--- config.mk ---
export PLATFORM = sky130hd
export DESIGN_NAME = od_line_repeater
export DESIGN_NICKNAME = d
export VERILOG_FILES = /design/src/rtl/odr_pkg.sv /design/src/rtl/odr_sync.sv /design/src/rtl/odr_drive.sv /design/src/rtl/odr_holdoff.sv /design/src/rtl/od_line_repeater.sv
export SDC_FILE = /design/constraint.sdc
export NUM_CORES = 1
export LEC_CHECK = 0
export ABC_AREA = 1
export BUFFER_PORTS_ARGS = -buffer_cell sky130_fd_sc_hd__buf_2
export CORE_ASPECT_RATIO = 0.8
export CORE_MARGIN = 2
export CORE_UTILIZATION = 40
export DETAILED_ROUTE_END_ITERATION = 10
export SLEW_MARGIN = 25
export SYNTH_ARGS = -nofsm -noshare
export SYNTH_HDL_FRONTEND = slang
export SYNTH_SLANG_ARGS = --single-unit
--- constraint.sdc ---
create_clock -name clk -period 1.7 [get_ports clk]
set_clock_uncertainty 0.05 [all_clocks]
set_input_delay 0.17 -clock clk [delete_from_list [all_inputs] [get_ports clk]]
set_output_delay 0.17 -clock clk [all_outputs]
set_load 0.01 [all_outputs]
--- src/rtl/odr_pkg.sv ---
package odr_pkg;
   localparam int unsigned SIDES = 2;

   typedef enum logic {
      SIDE_A = 1'b0,
      SIDE_B = 1'b1
   } side_e;

   // index of the segment across the repeater from side i
   function automatic int unsigned far_side(input int unsigned i);
      return (SIDES - 1) - i;
   endfunction
endpackage

--- src/rtl/odr_sync.sv ---
module odr_sync #(
   parameter int STAGES    = 2,
   parameter bit IDLE_LVL  = 1'b1
) (
   input  logic clk,
   input  logic rst_n,
   input  logic d_i,
   output logic q_o
);
   logic [STAGES-1:0] chain_q;

   always_ff @(posedge clk) begin
      if (!rst_n) chain_q <= {STAGES{IDLE_LVL}};
      else        chain_q <= {chain_q[STAGES-2:0], d_i};
   end

   assign q_o = chain_q[STAGES-1];
endmodule

--- src/rtl/odr_drive.sv ---
module odr_drive (
   input  logic clk,
   input  logic rst_n,
   input  logic en_i,
   input  logic far_lvl_i,
   input  logic far_lock_i,
   input  logic near_lvl_i,
   output logic pull_o
);
   logic pull_q;
   logic want;

   // copy a low from the far side unless the far side is in lockout;
   // never start driving a near side that is already low on its own
   assign want = en_i & ~far_lvl_i & ~far_lock_i & (near_lvl_i | pull_q);

   always_ff @(posedge clk) begin
      if (!rst_n) pull_q <= 1'b0;
      else        pull_q <= want;
   end

   assign pull_o = pull_q;
endmodule

--- src/rtl/odr_holdoff.sv ---
module odr_holdoff #(
   parameter int HOLD_CYCLES = 16
) (
   input  logic clk,
   input  logic rst_n,
   input  logic en_i,
   input  logic pull_i,
   output logic lock_o
);
   generate
      if (HOLD_CYCLES == 0) begin : g_bare
         logic unused_bare;
         assign unused_bare = ^{clk, rst_n, en_i};
         assign lock_o      = pull_i;
      end else begin : g_timed
         localparam int CW = $clog2(HOLD_CYCLES + 1);
         localparam logic [CW-1:0] RELOAD = CW'(HOLD_CYCLES);
         logic [CW-1:0] cnt_q;

         always_ff @(posedge clk) begin
            if (!rst_n)              cnt_q <= '0;
            else if (!en_i)          cnt_q <= '0;
            else if (pull_i)         cnt_q <= RELOAD;
            else if (cnt_q != '0)    cnt_q <= cnt_q - 1'b1;
         end

         assign lock_o = pull_i | (cnt_q != '0);
      end
   endgenerate
endmodule

--- src/rtl/od_line_repeater.sv ---
module od_line_repeater #(
   parameter int SYNC_STAGES = 2,
   parameter int HOLD_CYCLES = 16
) (
   input  logic clk,
   input  logic rst_n,
   input  logic en,
   input  logic a_lvl_i,
   input  logic b_lvl_i,
   output logic a_pull_o,
   output logic b_pull_o
);
   import odr_pkg::*;

   logic [SIDES-1:0] raw;
   logic [SIDES-1:0] lvl;
   logic [SIDES-1:0] pull;
   logic [SIDES-1:0] lock;

   generate
      if (SYNC_STAGES < 2) begin : g_bad_sync
         $error("SYNC_STAGES must be at least 2");
      end
      if (HOLD_CYCLES < 0) begin : g_bad_hold
         $error("HOLD_CYCLES must not be negative");
      end
   endgenerate

   assign raw[SIDE_A] = a_lvl_i;
   assign raw[SIDE_B] = b_lvl_i;

   generate
      for (genvar i = 0; i < SIDES; i++) begin : g_side
         localparam int J = far_side(i);

         odr_sync #(.STAGES(SYNC_STAGES), .IDLE_LVL(1'b1)) u_sync (
            .clk   (clk),
            .rst_n (rst_n),
            .d_i   (raw[i]),
            .q_o   (lvl[i])
         );

         odr_drive u_drive (
            .clk        (clk),
            .rst_n      (rst_n),
            .en_i       (en),
            .far_lvl_i  (lvl[J]),
            .far_lock_i (lock[J]),
            .near_lvl_i (lvl[i]),
            .pull_o     (pull[i])
         );

         odr_holdoff #(.HOLD_CYCLES(HOLD_CYCLES)) u_hold (
            .clk    (clk),
            .rst_n  (rst_n),
            .en_i   (en),
            .pull_i (pull[i]),
            .lock_o (lock[i])
         );
      end
   endgenerate

   assign a_pull_o = pull[SIDE_A];
   assign b_pull_o = pull[SIDE_B];
endmodule

### Word-level counts from Yosys, hierarchy flattened

Cells that the tools add are included.
W data, S select, Z words.

* add/sub/neg operators: 2
* reductions and logical operators: 7
* mux-type cells: 4
* bitwise operators: 16

Operators by type and width (count)
* $mux W5: 4
* $reduce_bool A5 Y1: 2
* $sub A5 B1 Y5 const B: 2
* $and A1 B1 Y1: 6
* $not A1 Y1: 6
* $reduce_or A3 Y1: 2
* $or A1 B1 Y1: 4
* $reduce_bool A2 Y1: 2
* $reduce_and A2 Y1: 1

* word-level logic and storage cells: 37
* flip-flop bits (word level): 16

### Logic depth before layout (Yosys ltp)

Gate-level depths: netlist (run 1).

* depth in word-level cells: 5
* depth in mapped cells: 6
* gate-level depth less buffers: 6

### Hierarchy

A second synthesis (run 1) with hierarchy kept.

* cells, all modules: 98
* area total of the unflattened synthesis: 703.2 um^2

Modules (own cells, without submodules)
* odr_holdoff: instances 2, cells an instance 35, area an instance 247.7 um^2
* odr_sync: instances 2, cells an instance 6, area an instance 55.1 um^2
* odr_drive: instances 2, cells an instance 8, area an instance 48.8 um^2

### Worst setup path before layout (run 1)

Ideal clock, no wire load.

* path kind: register -> register
* start: register g_side[1].u_hold.g_timed.cnt_q[0]
* end: register g_side[1].u_hold.g_timed.cnt_q[1]
* required time: 1.537 ns
* period minus slack after synthesis: 1.058 ns
* arrival: 0.895 ns
* library setup time: 0.113 ns
* stages on the path, launching flop included: 7
* path slack: 0.642 ns
* path through: dfxtp_1 > inv_1 > ha_1 > nand3_1 > nand2_1 > nand2_1 > nor2_1

* longest elaborated chain between the ends: 1
* elaborated cells on any way between the ends: 2
* those cells by class: add/sub (1); reduce/logical (1)

Ends and longest elaborated chain
* start, declared: line odr_holdoff.sv:18 `logic [CW-1:0] cnt_q;`
* start signal, assigned: line odr_holdoff.sv:24 `else if (cnt_q != '0) cnt_q <= cnt_q - 1'b1;`
* $sub A5 B1 Y5 or $reduce_bool A5 Y1 (tied branches): line odr_holdoff.sv:24

Parallel ways exist; a longest one is shown, timed or not.
A chain may end at the register's enable or synchronous reset.

### Final worst setup path (run 1)

* start: register g_side[1].u_hold.g_timed.cnt_q[0]
* end: register g_side[1].u_hold.g_timed.cnt_q[0]

Same word-level chain as after synthesis.

==> flow_metrics.tcl, run 1 <==
set metrics [dict create \
    arrival_ps 1340 \
    viasPerCell 4.254 \
    critPathMaxFanout 5 \
    fin_setup_tns_ps 0 \
    synth_seq_cells 16 \
    cts_resized 0 \
    post_synth.cell_area_avg_um2 7.939 \
    synth_top_family_by_area "simple AND/OR/NAND/NOR gates" \
    rsz0062_at_grt "no" \
    ios 7 \
    clock_latency_ps 290 \
    drt_pass1_iterations 4 \
    clockBufferDepth 2 \
    finalSetupViolations 0 \
    synthToLayoutAreaGrowth_pct 17.07 \
    synth-async-reset-ratio_pct 0 \
    synth_nets 91 \
    die_x_um 49.65 \
    antenna_found_initial 0 \
    period_needed_ps 1172 \
    internal-power_mw 0.7346 \
    synthMuxAreaShare_pct 0 \
    required_ps 1870 \
    crit_slowest_cell "dfxtp_1" \
    synthDistinctLibCells 19 \
    synthXorXnorAreaFrac_pct 2.627 \
    cts_tree "built" \
    syn_area_um2 666.9 \
    initial_core_util_pct 41.84 \
    pre_cts_ws_ps 547.0 \
    critPathLaunchType "flop" \
    synth-compound-area-share_pct 5.253 \
    wl_per_cell_um 8.254 \
    finalWeightedCongestion 0.8399 \
    drt_iter0_drc 4 \
    num_rows 13 \
    synth_edf_count 0 \
    p_per_area_nw_per_um2 1462 \
    cts_htree_levels 1 \
    comb_power_share_pct 36.4 \
    root_buffer "clkbuf_4" \
    maxSlewViolCount 0 \
    synth_simple_gate_area_share_pct 31.89 \
    synth_fa_ha_area_share_pct 3.752 \
    synth_area_leaders "dfxtp_1, nand2_1, inv_1" \
    critical_path.max_stage_delay_ps 360 \
    antenna_left 0 \
    fill_cells 171 \
    io_buffers 6 \
    timing.fmax_mhz 853.4 \
    path_clk_slew_ps 90 \
    hold_viol_final 0 \
    p_seq_share_pct 41.6 \
    yosysWarningCount 0 \
    gr-total-overflow 0 \
    crit_chain "inv_1 -> ha_1 -> nand3_1 -> nand2_1 -> a21oi_1" \
    slew_headroom_pct 87.04 \
    min_path_type "in -> reg" \
    cts_sinks 16 \
    grt_pass1_wl_mm 1.725 \
    fp.dieArea_um2 2012 \
    critPathCaptureType "flop" \
    net-switching-power_mw 0.4073 \
    drive_above_1_share_pct 18.75 \
    clockPowerShare_pct 22.0 \
    p_leak_nw 0.3613 \
    grt_max_degree 10 \
    cts_setup_buffers 0 \
    groute.usage.overall_pct 12.08 \
    path_class "reg -> reg" \
    drc 0 \
    num_antenna_cells 0 \
    synthCells 84 \
    dp_hpwl_um 706.8 \
    synth_top_area_share_pct 48.03 \
    wl_um 974 \
    tightest_slew_ps 193.7 \
    vias 502 \
    cap_violations 0 \
    grt_pass1_vias 422 \
    fp.dieH_um 40.52 \
    ir_drop_v 0.0005758 \
    synth_area_leader_cell "dfxtp_1" \
    synth_ff_type "dfxtp_1" \
    yosysSeqAreaShare_pct 48.03 \
    status "finished, final reports clean" \
    finalCritPeriodShare_pct 68.93 \
    p_sw_share_pct 35.67 \
    setup_ws_ps 528.3 \
    cts_buffers 3 \
    nets 104 \
    core_um2 1594 \
]
==> cells by family after synthesis <==
kind of cell    count (synthesis)
simple gates                   42
flops                          16
buf+inv                        15
compound gates                  7
xor+xnor                        2
fa+ha+maj                       2
==> layout by cell type (no fill, tap or decap), types with 2 or more instances in the layout <==
master         instances
nand2_1               18
dfxtp_1               16
inv_1                 14
nor2_1                10
a21oi_1                6
buf_2                  6
nand4_1                3
clkbuf_4               3
nand3_1                2
nor2_4                 2
xnor2_1                2
ha_1                   2
dlygate4sd3_1          2
==> through the flow <==
| step | instances | total power [mW] | instance area (um^2) | hold slack (ps) | utilization (%) |
|---|---|---|---|---|---|
| after detailed placement | 112 | 0.8992 | 724.4 | 297.2 | 45.45 |
| after CTS | 118 | 1.159 | 780.7 | 50.12 | 48.98 |
| after global routing | 118 | 1.262 | 780.7 | 49.22 | 48.98 |
| after floorplan | 84 | 0.8282 | 666.9 | 188.7 | - |
| after global placement | 112 | 0.8979 | 724.4 | 295.7 | 45.45 |
| final | 118 | 1.142 | 780.7 | 58.02 | 48.98 |
==> critical path: cells and delay by family, from the launching register on <==
| family | cells | cell delay [ps] |
|---|---|---|
| DFF | 1 | 360 |
| adders and majority gates | 1 | 250 |
| and+or+nand+nor | 2 | 250 |
| AOI/OAI and AO/OA | 1 | 130 |
| buffers and inverters | 1 | 70 |
==> power by group through the flow <==
stage	combinational, mW	sequential, mW	clock, mW
6_report	0.415	0.475	0.252
4_1_cts	0.421	0.475	0.262
5_1_grt	0.499	0.484	0.279
2_1_floorplan	0.352	0.476	0
3_3_place_gp	0.416	0.482	0
3_5_place_dp	0.416	0.484	0
==> registers in the layout, summed over array words and instances (netlist names) <==
signal	cells
g_side.u_hold.g_timed.cnt_q	10
g_side.u_drive.pull_o	2
g_side.u_sync.chain_q	4
==> what timing repair did <==
item / 4_1_cts / 5_1_grt
endpoints found under the hold margin: 2 / 0
hold buffers: 2 / 0
endpoints found under the setup margin: 0 / 0
==> cells in the mapped netlist, types with 2 or more instances <==
master    n
nand2_1  18
dfxtp_1  16
inv_1    14
nor2_1   10
a21oi_1   6
nand4_1   3
ha_1      2
nand3_1   2
nor2_4    2
xnor2_1   2
==> routing by layer <==
layer  vias up  wire length (um)  GRT usage, %
met5         -                 0             0
met2         8               420         19.00
li1        289                 -             -
met1       205               504         14.82
met3         0                49         5.597
met4         0                 0         4.167
==> final timing paths <==
path                                           from                                 to  slack, ps  cells past startpoint
hold / removal                                rst_n        g_side[1].u_sync.chain_q[1]         60                      2
setup reg to reg  g_side[1].u_hold.g_timed.cnt_q[0]  g_side[1].u_hold.g_timed.cnt_q[0]        530                      5
hold reg to reg         g_side[1].u_sync.chain_q[0]        g_side[1].u_sync.chain_q[1]        360                      2
setup / recovery  g_side[1].u_hold.g_timed.cnt_q[0]  g_side[1].u_hold.g_timed.cnt_q[0]        530                      5
==> layout make-up <==
cell class	count	area, um^2	share of cell area [%]
tap	22	27.53	3.526
inverter	15	56.30	7.212
timing repair buffer	8	50.05	6.410
multi-input combinational	53	290.3	37.18
sequential	16	320.3	41.03
clock buffer	4	36.28	4.647
Note: power is estimated with default switching activity, not from simulation.
==> run 2, diff against run 1 <==
==> constraint.sdc (replaced) <==
create_clock -name clk -period 1.1 [get_ports clk]
set_clock_uncertainty 0.05 [all_clocks]
set_input_delay 0.11 -clock clk [delete_from_list [all_inputs] [get_ports clk]]
set_output_delay 0.11 -clock clk [all_outputs]
set_load 0.01 [all_outputs]
==> run 2 against run 1 <==
Flip-flop and latch count unchanged. Critical path depth down 3. Clock power up 18%. Setup slack worse by 480 ps. Register-to-register slack worse by 450 ps. Via count up 9.2%. Count of clock-buffer cells in the layout down 1. Hold slack better by 21 ps. Combinational power up 110%. Non-clock buffer count up 6. Sequential power up 56%. Utilization up 5.0 points. Largest cell class is now multi-input gates.
==> flow_metrics.tcl, run 2 (synthesis gave the netlist of run 1 again) <==
set metrics [dict create \
    num_rows 13 \
    root_buffer "clkbuf_4" \
    dp_hpwl_um 848.5 \
    arrival_ps 890 \
    cts_tree "built" \
    cts_buffers 3 \
    path_clk_slew_ps 90 \
    finalCritPeriodShare_pct 95.36 \
    min_path_type "in -> reg" \
    critPathMaxFanout 3 \
    hold_viol_final 0 \
    synthToLayoutAreaGrowth_pct 29.08 \
    largest_register_ffs 10 \
    wl_mm 1.111 \
    clockBufferDepth 2 \
    slew_headroom_pct 86.29 \
    p_leak_nw 0.3953 \
    crit_buf_inv 2 \
    io_buffers 6 \
    vias 548 \
    setup_ws_ps 51.04 \
    required_ps 940 \
    gr-total-overflow 0 \
    fp.dieH_um 40.52 \
    final_common_cell "nand2_1" \
    largest_register "g_side.u_hold.g_timed.cnt_q" \
    core_um2 1594 \
    grt_pass1_vias 496 \
    critPathLaunchType "flop" \
    tightest_slew_ps 205.4 \
    finalWeightedCongestion 0.8046 \
    ir_drop_v 0.001137 \
    cts_sinks 16 \
    finalSetupViolations 0 \
    maxSlewViolCount 0 \
    fin_cells 123 \
    clock_latency_ps 280 \
    path_class "reg -> out" \
    design_power_total_mw 1.912 \
    ios 7 \
    fp.dieArea_um2 2012 \
    period_needed_ps 1049 \
    grt_pass1_wl_mm 1.876 \
    drive_above_1_share_pct 30.69 \
    groute.usage.overall_pct 13.01 \
    p_per_area_nw_per_um2 2222 \
    timing.fmax_mhz 953.3 \
    status "finished, final reports clean" \
    drt_iter0_drc 7 \
    final_cell_mix "nand2_1, dfxtp_1, inv_1, nor2_1" \
    drc 0 \
    drt_pass1_iterations 4 \
    initial_core_util_pct 41.84 \
    crit_chain "buf_4 -> buf_2" \
    pre_cts_ws_ps -31.23 \
    dp.cells 117 \
    holdWs_ps 79.08 \
    cap_violations 0 \
    crit_slowest_cell "dfxtp_2" \
    antenna_left 0 \
    antenna_found_initial 0 \
    fill_cells 171 \
    num_antenna_cells 0 \
    critPathCaptureType "primary output" \
    path_delay_family "flip-flops" \
    grt_max_degree 9 \
    viasPerCell 4.455 \
    wl_per_cell_um 9.033 \
    critical_path.max_stage_delay_ps 330 \
    cts_htree_levels 1 \
    nets 110 \
    die_x_um 49.65 \
]
==> run 2: cell count changes in the layout (fill, tap and decap cells not counted), sizes merged <==
cell | before | now
buf | 6 | 11
dlygate4sd3 | 2 | 3
clkbuf | 4 | 3
==> run 2: final timing paths <==
path | depth (start not counted) | slack, ps | endpoint | startpoint
setup reg to reg | 5 | 80 | g_side[0].u_hold.g_timed.cnt_q[3] | g_side[0].u_hold.g_timed.cnt_q[1]
hold / removal | 3 | 80 | g_side[0].u_hold.g_timed.cnt_q[4] | en
setup / recovery | 2 | 50 | b_pull_o | g_side[1].u_drive.pull_o
hold reg to reg | 2 | 360 | g_side[0].u_sync.chain_q[1] | g_side[0].u_sync.chain_q[0]
==> run 2: cell type report <==
cell class	count	area (um^2)	area share (%)
inverter	15	56.30	6.541
sequential	16	321.6	37.35
tap	22	27.53	3.198
clock buffer	3	22.52	2.616
multi-input combinational	53	332.8	38.66
timing repair buffer	14	100.1	11.63
==> run 2: per-layer routing <==
layer / vias to the layer above / wire length (um) / GRT usage (%)
li1: 298 / - / -
met1: 238 / 490 / 13.53
met2: 8 / 545 / 23.67
met3: 4 / 49 / 5.597
met4: 0 / 25 / 6.250
met5: - / 0 / 0
==> run 2: tightest hold or removal path: cells and delay by family <==
| kind | cells | cell delay, ps |
|---|---|---|
| and+or+nand+nor | 2 | 150 |
| buffers and inverters | 1 | 110 |
==> run 2: power by group <==
group / internal, mW / leakage (nW) / switching, mW / total, mW
registers: 0.672 / 0.131 / 0.0675 / 0.739
clock network: 0.127 / 0.0138 / 0.170 / 0.297
logic: 0.415 / 0.251 / 0.461 / 0.876
==> run 2: timing repair <==
action / 4_1_cts / 5_1_grt
hold buffers: 3 / 0
endpoints found under the setup margin: 8 / 12
resized for setup: 2 / 11
hold endpoints to repair: 3 / 0
gates cloned: 0 / 0
buffers inserted: 0 / 0
==> run 2: through the flow <==
| step | TNS (ps) | area, um^2 | utilization, % |
|---|---|---|---|
| global route | -9.235 | 860.8 | 54.00 |
| detailed placement | -61.80 | 762.0 | 47.80 |
| CTS | 0 | 822.0 | 51.57 |
| floorplan | 0 | 666.9 | - |
| global placement | 0 | 762.0 | 47.80 |
| finish | 0 | 860.8 | 54.00 |
